### src/rtl/cfgspi_pkg.sv
package cfgspi_pkg;
  localparam int BYTE_W = 8;
  localparam int ADR_W  = 4;
  localparam logic [ADR_W-1:0] ADR_CFG  = 4'h0;
  localparam logic [ADR_W-1:0] ADR_OFS  = 4'h1;
  localparam logic [ADR_W-1:0] ADR_MODE = 4'hF;
  localparam logic [BYTE_W-1:0] KEY_FIRST  = 8'hFE;
  localparam logic [BYTE_W-1:0] KEY_SECOND = 8'hED;

  typedef enum logic [1:0] {LK_CLOSED, LK_ARMED, LK_OPEN} lock_e;

  typedef struct packed {
    logic             rd;
    logic [ADR_W-1:0] adr;
  } cmd_t;

  // Split a command byte: MSB is the direction, low nibble the address.
  function automatic cmd_t cmd_decode(input logic [BYTE_W-1:0] c);
    cmd_t r;
    r.rd  = c[BYTE_W-1];
    r.adr = c[ADR_W-1:0];
    return r;
  endfunction

  // Unlock tracker step for one completed write to the mode register.
  function automatic lock_e lock_next(input lock_e s, input logic [BYTE_W-1:0] d);
    if (d == KEY_FIRST)                          return LK_ARMED;
    else if (d == KEY_SECOND && s == LK_ARMED)   return LK_OPEN;
    else                                         return LK_CLOSED;
  endfunction

  function automatic logic adr_readable(input logic [ADR_W-1:0] a);
    return (a == ADR_CFG) || (a == ADR_OFS);
  endfunction
endpackage

### src/rtl/cfgspi_sync.sv
module cfgspi_sync #(
  parameter int W = 1,
  parameter int STAGES = 2,
  parameter logic [W-1:0] RST_VAL = '0
) (
  input  logic         clk,
  input  logic         rst_n,
  input  logic [W-1:0] d,
  output logic [W-1:0] q
);
  logic [W-1:0] st [STAGES];

  for (genvar g = 0; g < STAGES; g++) begin : g_stage
    if (g == 0) begin : g_first
      always_ff @(posedge clk or negedge rst_n) begin
        if (!rst_n) st[g] <= RST_VAL;
        else        st[g] <= d;
      end
    end else begin : g_next
      always_ff @(posedge clk or negedge rst_n) begin
        if (!rst_n) st[g] <= RST_VAL;
        else        st[g] <= st[g-1];
      end
    end
  end

  assign q = st[STAGES-1];
endmodule

### src/rtl/cfgspi_rx.sv
module cfgspi_rx #(
  parameter int DATA_W = 8,
  localparam int FRAME_BITS = 2 * DATA_W,
  localparam int CNT_W = $clog2(FRAME_BITS)
) (
  input  logic              clk,
  input  logic              rst_n,
  input  logic              sclk_s,
  input  logic              csb_s,
  input  logic              sdio_s,
  output logic              sclk_fall,
  output logic              cmd_done,
  output logic              frame_done,
  output logic [DATA_W-1:0] cmd_q,
  output logic [DATA_W-1:0] data_q,
  output logic [CNT_W-1:0]  bit_cnt
);
  logic              sclk_d;
  logic              sclk_rise;
  logic [DATA_W-1:0] sh;
  logic [DATA_W-1:0] sh_next;

  always_ff @(posedge clk or negedge rst_n) begin
    if (!rst_n) sclk_d <= 1'b1;
    else        sclk_d <= sclk_s;
  end

  // Edges count only while the frame is selected.
  assign sclk_rise = sclk_s & ~sclk_d & ~csb_s;
  assign sclk_fall = ~sclk_s & sclk_d & ~csb_s;
  assign sh_next   = {sh[DATA_W-2:0], sdio_s};

  always_ff @(posedge clk or negedge rst_n) begin
    if (!rst_n) begin
      bit_cnt    <= '0;
      sh         <= '0;
      cmd_q      <= '0;
      data_q     <= '0;
      cmd_done   <= 1'b0;
      frame_done <= 1'b0;
    end else begin
      cmd_done   <= 1'b0;
      frame_done <= 1'b0;
      if (csb_s) begin
        bit_cnt <= '0;
      end else if (sclk_rise) begin
        sh <= sh_next;
        if (bit_cnt == CNT_W'(FRAME_BITS - 1)) begin
          bit_cnt    <= '0;
          data_q     <= sh_next;
          frame_done <= 1'b1;
        end else begin
          bit_cnt <= bit_cnt + 1'b1;
          if (bit_cnt == CNT_W'(DATA_W - 1)) begin
            cmd_q    <= sh_next;
            cmd_done <= 1'b1;
          end
        end
      end
    end
  end

  a_r10_frame_end_wraps: assert property (@(posedge clk) disable iff (!rst_n)
    frame_done |-> bit_cnt == '0);
  a_r11_idle_counter_zero: assert property (@(posedge clk) disable iff (!rst_n)
    csb_s |=> bit_cnt == '0);
endmodule

### src/rtl/cfgspi_regs.sv
module cfgspi_regs
  import cfgspi_pkg::*;
#(
  parameter logic [BYTE_W-1:0] CFG_RST = 8'h00,
  parameter logic [BYTE_W-1:0] OFS_RST = 8'h80
) (
  input  logic              clk,
  input  logic              rst_n,
  input  logic              frame_done,
  input  logic [BYTE_W-1:0] cmd_q,
  input  logic [BYTE_W-1:0] data_q,
  output logic [BYTE_W-1:0] cfg_q,
  output logic [BYTE_W-1:0] ofs_q,
  output logic              unlocked,
  output logic              rd_ok,
  output logic [BYTE_W-1:0] rd_val
);
  localparam logic [BYTE_W-1:0] CFG_MASK = {1'b0, {(BYTE_W-1){1'b1}}};

  cmd_t  cmd;
  lock_e lock_q;
  logic  wr_stb;
  logic  wr_mode;

  assign cmd     = cmd_decode(cmd_q);
  assign wr_stb  = frame_done & ~cmd.rd;
  assign wr_mode = wr_stb & (cmd.adr == ADR_MODE);

  always_ff @(posedge clk or negedge rst_n) begin
    if (!rst_n) begin
      cfg_q  <= CFG_RST & CFG_MASK;
      ofs_q  <= OFS_RST;
      lock_q <= LK_CLOSED;
    end else if (wr_stb) begin
      case (cmd.adr)
        ADR_CFG:  cfg_q  <= data_q & CFG_MASK;
        ADR_OFS:  ofs_q  <= data_q;
        ADR_MODE: lock_q <= lock_next(lock_q, data_q);
        default:  ;
      endcase
    end
  end

  assign unlocked = (lock_q == LK_OPEN);

  always_comb begin
    rd_ok  = unlocked & cmd.rd & adr_readable(cmd.adr);
    rd_val = (cmd.adr == ADR_OFS) ? ofs_q : cfg_q;
  end

  a_r2_cfg_top_bit_clear: assert property (@(posedge clk) disable iff (!rst_n)
    cfg_q[BYTE_W-1] == 1'b0);
  a_r4_cfg_moves_on_commit: assert property (@(posedge clk) disable iff (!rst_n)
    !$stable(cfg_q) |-> $past(frame_done));
  a_r3_ofs_moves_on_commit: assert property (@(posedge clk) disable iff (!rst_n)
    !$stable(ofs_q) |-> $past(frame_done));
  a_r6_open_after_key: assert property (@(posedge clk) disable iff (!rst_n)
    $rose(unlocked) |-> $past(wr_mode && data_q == KEY_SECOND));
  a_r7_other_value_closes: assert property (@(posedge clk) disable iff (!rst_n)
    (wr_mode && data_q != KEY_FIRST && data_q != KEY_SECOND) |=> !unlocked);
endmodule

### src/rtl/cfgspi_tx.sv
module cfgspi_tx #(
  parameter int DATA_W = 8
) (
  input  logic              clk,
  input  logic              rst_n,
  input  logic              csb_s,
  input  logic              sclk_fall,
  input  logic              cmd_done,
  input  logic              frame_done,
  input  logic              load_ok,
  input  logic [DATA_W-1:0] load_val,
  output logic              sdo,
  output logic              oe
);
  logic              active;
  logic [DATA_W-1:0] tx_sh;

  always_ff @(posedge clk or negedge rst_n) begin
    if (!rst_n) begin
      active <= 1'b0;
      oe     <= 1'b0;
      sdo    <= 1'b0;
      tx_sh  <= '0;
    end else if (csb_s || frame_done) begin
      active <= 1'b0;
      oe     <= 1'b0;
    end else if (cmd_done) begin
      active <= load_ok;
      tx_sh  <= load_val;
    end else if (sclk_fall && active) begin
      oe    <= 1'b1;
      sdo   <= tx_sh[DATA_W-1];
      tx_sh <= {tx_sh[DATA_W-2:0], 1'b0};
    end
  end

  a_r8_release_on_csb: assert property (@(posedge clk) disable iff (!rst_n)
    csb_s |=> !oe);
  a_r8_release_on_frame_end: assert property (@(posedge clk) disable iff (!rst_n)
    frame_done |=> !oe);
endmodule

### src/rtl/cfgspi_slave.sv
module cfgspi_slave
  import cfgspi_pkg::*;
#(
  parameter int SYNC_STAGES = 2,
  parameter logic [BYTE_W-1:0] CFG_RST = 8'h00,
  parameter logic [BYTE_W-1:0] OFS_RST = 8'h80,
  localparam int CNT_W = $clog2(2 * BYTE_W)
) (
  input  logic              clk,
  input  logic              rst_n,
  input  logic              sclk_i,
  input  logic              csb_i,
  input  logic              sdio_i,
  output logic              sdio_o,
  output logic              sdio_oe,
  output logic              stage2_en,
  output logic              stage1_en,
  output logic              filt_ext,
  output logic              cm_hi,
  output logic [1:0]        g2_sel,
  output logic              g1_sel,
  output logic [BYTE_W-1:0] ofs_code
);
  logic [2:0]        pins_s;
  logic              sclk_s, csb_s, sdio_s;
  logic              sclk_fall, cmd_done, frame_done;
  logic [BYTE_W-1:0] cmd_q, data_q, cfg_q, rd_val;
  logic [CNT_W-1:0]  bit_cnt;
  logic              unlocked, rd_ok;

  // Idle levels: clock high, select high, data low.
  cfgspi_sync #(.W(3), .STAGES(SYNC_STAGES), .RST_VAL(3'b110)) u_sync (
    .clk(clk), .rst_n(rst_n),
    .d({sclk_i, csb_i, sdio_i}), .q(pins_s)
  );
  assign {sclk_s, csb_s, sdio_s} = pins_s;

  cfgspi_rx #(.DATA_W(BYTE_W)) u_rx (
    .clk(clk), .rst_n(rst_n),
    .sclk_s(sclk_s), .csb_s(csb_s), .sdio_s(sdio_s),
    .sclk_fall(sclk_fall), .cmd_done(cmd_done), .frame_done(frame_done),
    .cmd_q(cmd_q), .data_q(data_q), .bit_cnt(bit_cnt)
  );

  cfgspi_regs #(.CFG_RST(CFG_RST), .OFS_RST(OFS_RST)) u_regs (
    .clk(clk), .rst_n(rst_n),
    .frame_done(frame_done), .cmd_q(cmd_q), .data_q(data_q),
    .cfg_q(cfg_q), .ofs_q(ofs_code), .unlocked(unlocked),
    .rd_ok(rd_ok), .rd_val(rd_val)
  );

  cfgspi_tx #(.DATA_W(BYTE_W)) u_tx (
    .clk(clk), .rst_n(rst_n),
    .csb_s(csb_s), .sclk_fall(sclk_fall),
    .cmd_done(cmd_done), .frame_done(frame_done),
    .load_ok(rd_ok), .load_val(rd_val),
    .sdo(sdio_o), .oe(sdio_oe)
  );

  assign stage2_en = cfg_q[6];
  assign stage1_en = cfg_q[5];
  assign filt_ext  = cfg_q[4];
  assign cm_hi     = cfg_q[3];
  assign g2_sel    = cfg_q[2:1];
  assign g1_sel    = cfg_q[0];

  a_r5_drive_needs_unlock: assert property (@(posedge clk) disable iff (!rst_n)
    sdio_oe |-> unlocked);
  a_r6_drive_in_data_half: assert property (@(posedge clk) disable iff (!rst_n)
    sdio_oe |-> (bit_cnt >= CNT_W'(BYTE_W) || frame_done));
endmodule

### config.mk
export PLATFORM = sky130hd
export DESIGN_NAME = cfgspi_slave
export DESIGN_NICKNAME = d
export VERILOG_FILES = /design/src/rtl/cfgspi_pkg.sv /design/src/rtl/cfgspi_sync.sv /design/src/rtl/cfgspi_rx.sv /design/src/rtl/cfgspi_regs.sv /design/src/rtl/cfgspi_tx.sv /design/src/rtl/cfgspi_slave.sv
export SDC_FILE = /design/constraint.sdc
export NUM_CORES = 1
export LEC_CHECK = 0
export BUFFER_PORTS_ARGS = -buffer_cell sky130_fd_sc_hd__buf_2
export CAP_MARGIN = 25
export CORE_ASPECT_RATIO = 1.25
export CORE_MARGIN = 1.5
export CORE_UTILIZATION = 43
export CTS_CLUSTER_SIZE = 24
export DETAILED_ROUTE_END_ITERATION = 10
export PLACE_DENSITY = 0.57
export SLEW_MARGIN = 25
export SYNTH_ARGS = -nofsm -noshare
export SYNTH_HDL_FRONTEND = slang
export SYNTH_SLANG_ARGS = --single-unit
### constraint.sdc
create_clock -name clk -period 3.3 [get_ports clk]
set_input_delay 0.33 -clock clk [delete_from_list [all_inputs] [get_ports clk]]
set_output_delay 0.33 -clock clk [all_outputs]
set_load 0.03 [all_outputs]
==> impl_metrics.ini <==
[critical_path]
worstSetupEndpointType = register
critPathRequiredTime_ns = 3.52
r2r_slack_ns = 1.29
arrival_ns = 2.24
r2r-start = u_rx.cmd_q[1]
crit_fanout = 7
worst_setup_path_start_kind = register
startpoint = u_rx.cmd_q[1]
critPathSlowestCell = or4b_1
path_cells = or3_1 > or4b_1 > mux2_4
reg2reg_depth = 3
slowest_delay_ns = 0.70
crit_end = u_regs.cfg_q[0]
r2r_end = u_regs.cfg_q[0]
path_class = reg2reg

[cts]
insertion_delay_ns = 0.33
cts_resized = 0
postCtsHoldBufs = 0
cts_tree = done
path_clk_slew_ns = 0.06
cts_max_path_buffers = 2
cts_setup_buffers = 0
htree_levels = 3
cts.sinks = 61
cts_root_buf = clkbuf_8
numCtsBuffers = 9

[logic_synthesis]
synth_area_leader_cell = dfrtp_1
avgSynthCellArea_um2 = 14.0
synth_edf_count = 0
yosysWarnings = 0
ys_ff_latch = 61
synth_ff_type = dfrtp_1
synth_fp_nets = 185
synth_top_area_share_pct = 55.0
ys_types = 40
async_reset_ff_share_pct = 100
yosys-top-cells-area = dfrtp_1 55%, mux2_2 8.5%, mux2_1 7.2%, dfstp_2 6.3%, mux2_4 4.2%
netlist_instances = 179
synth_most_common_cell = dfrtp_1
synth_common_cells = 55 x dfrtp_1, 19 x mux2_2, 16 x mux2_1, 11 x a21oi_1
synth_area_um2 = 2500
yosysSeqAreaShare_pct = 61.3

[cells_and_area]
diodes = 0
layout.cells.non_filler = 278
fin_util_pct = 51.7
fillers = 490
area_delta_synth_final_pct = 14.0
finish.instance_area_um2 = 2860
drive_gt1_share_pct = 33.2
num-nets-final = 215

[power]
leakage_nw = 1.42
power_density_nw_per_um2 = 513
ir_worst_vdd_v = 0.000286

[placement]
port_buffers = 21
dp_hpwl_um = 3260
gp_congestion = 0.735
place_area_um2 = 2680
dp.cells = 262

[sta]
hold_viol = 0
fin_skew_ns = 0.00755
slew_viol_final = 0
fin_hold_ws_ns = 0.0624
finalSetupViolations = 0
timing.fmax_ghz = 0.496
period_minus_slack_ns = 2.01
maxSlewHeadroom_pct = 49.2
worst_slew_pin_slew_ns = 0.762
rsz0062_at_grt = false
finalSetupTns_ns = 0
period_share_pct = 61.1

[floorplan]
rows = 30
start_util_pct = 45.4
die_area_um2 = 6290
coreArea_um2 = 5520
die_h_um = 88.3
io_pins = 22
fp.dieW_um = 71.3

[route]
routed_wirelength_um = 4510
viasPerCell = 5.40
antenna_left = 0
wl_per_cell_um = 16.2
dr.pass1.iters = 4
drc = 0
drt_iter0_drc = 51
vias = 1500

[global_routing]
grt_pass1_wl_um = 7900
grt_max_degree = 36
antenna_found_initial = 0
grt-ovfl-total = 0
grt_pass1_vias = 1593
gr-usage-all-layers_pct = 16.6

[flow_run]
cap_violations = 0

[min_path]
worstHoldPathType = in2async

[outcome]
status = completed
==> critical path: cells and delay by family, from the launching register on <==
family	cells	cell delay (ns)
AND/OR/NAND/NOR	2	1.10
flip-flops	1	0.42
multiplexers	1	0.38
==> sequential cells by signal, summed over array words and instances (netlist names) <==
name and cells:
u_regs.ofs_q 8, u_rx.data_q 8, u_tx.tx_sh 8, u_regs.cfg_q 7
u_rx.sh 7, u_rx.cmd_q 5, u_rx.bit_cnt 4, u_sync.q 3
u_sync.st 3, u_regs.lock_q 2, u_rx.cmd_done 1, u_rx.frame_done 1
u_rx.sclk_d 1, u_tx.active 1, u_tx.oe 1, u_tx.sdo 1
==> area by class of cell <==
type / instances / area (um^2) / area share (%)
clock buffer: 15 / 166 / 5.83
clock inverter: 1 / 5.00 / 0.175
sequential: 61 / 1530 / 53.7
multi-input combinational: 111 / 938 / 32.9
tap: 64 / 80.1 / 2.80
timing repair buffer: 23 / 120 / 4.21
inverter: 3 / 11.3 / 0.394
==> metrics by stage <==
step | total power [mW] | setup WS [ns]
3_5_place_dp | 0.901 | 1.28
3_3_place_gp | 0.896 | 1.32
2_1_floorplan | 0.864 | 1.47
5_1_grt | 1.53 | 1.18
4_1_cts | 1.48 | 1.28
6_report | 1.46 | 1.29
==> placed cells by master, fill, tap and decap left out, types with 2 or more instances in the layout <==
cell      count
buf_2        21
nand4_1       2
inv_1         3
buf_4         2
mux2_4        7
mux2_2       19
clkbuf_8     11
mux2_1       16
or3_1         3
a21oi_1      11
clkbuf_1      4
a22oi_1       6
nand3_1       2
dfrtp_1      55
nand2_1      10
dfstp_2       6
o31ai_1       2
nor2_1       10
==> power breakdown <==
| group | switching, mW | internal, mW |
|---|---|---|
| Clock | 0.267 | 0.314 |
| Sequential | 0.0334 | 0.791 |
| Combinational | 0.0261 | 0.0329 |
| Total | 0.326 | 1.14 |
==> cells by family (layout without fill, tap and decap cells) <==
logic type,count (synthesis),count (layout),synth area share (%)
AND/OR/NAND/NOR,40,40,9.45
adder cells (fa/ha/maj),1,1,0.500
multiplexers,43,43,20.3
AO/OA/AOI/OAI,26,26,6.70
flip-flops,61,61,61.3
XOR/XNOR,1,1,0.350
buffers and inverters,7,42,1.40
==> layer usage <==
layer / vias to the layer above / wire length (um) / global-route usage (%)
li1: 714 / - / -
met1: 743 / 2080 / 20.4
met2: 33 / 2170 / 26.9
met3: 10 / 151 / 3.87
met4: 0 / 112 / 9.78
met5: - / 0 / 0
==> worst min-delay path by stage <==
stage,start,to,depth (start not counted)
floorplan,rst_n,u_regs.cfg_q[0],0
global placement,u_sync.st[3],u_sync.q[0],0
detailed placement,u_sync.st[3],u_sync.q[0],0
CTS,rst_n,u_tx.tx_sh[0],1
global route,sclk_i,u_sync.st[5],1
finish,rst_n,u_tx.tx_sh[1],1
Power figures use the tool's default switching activity.
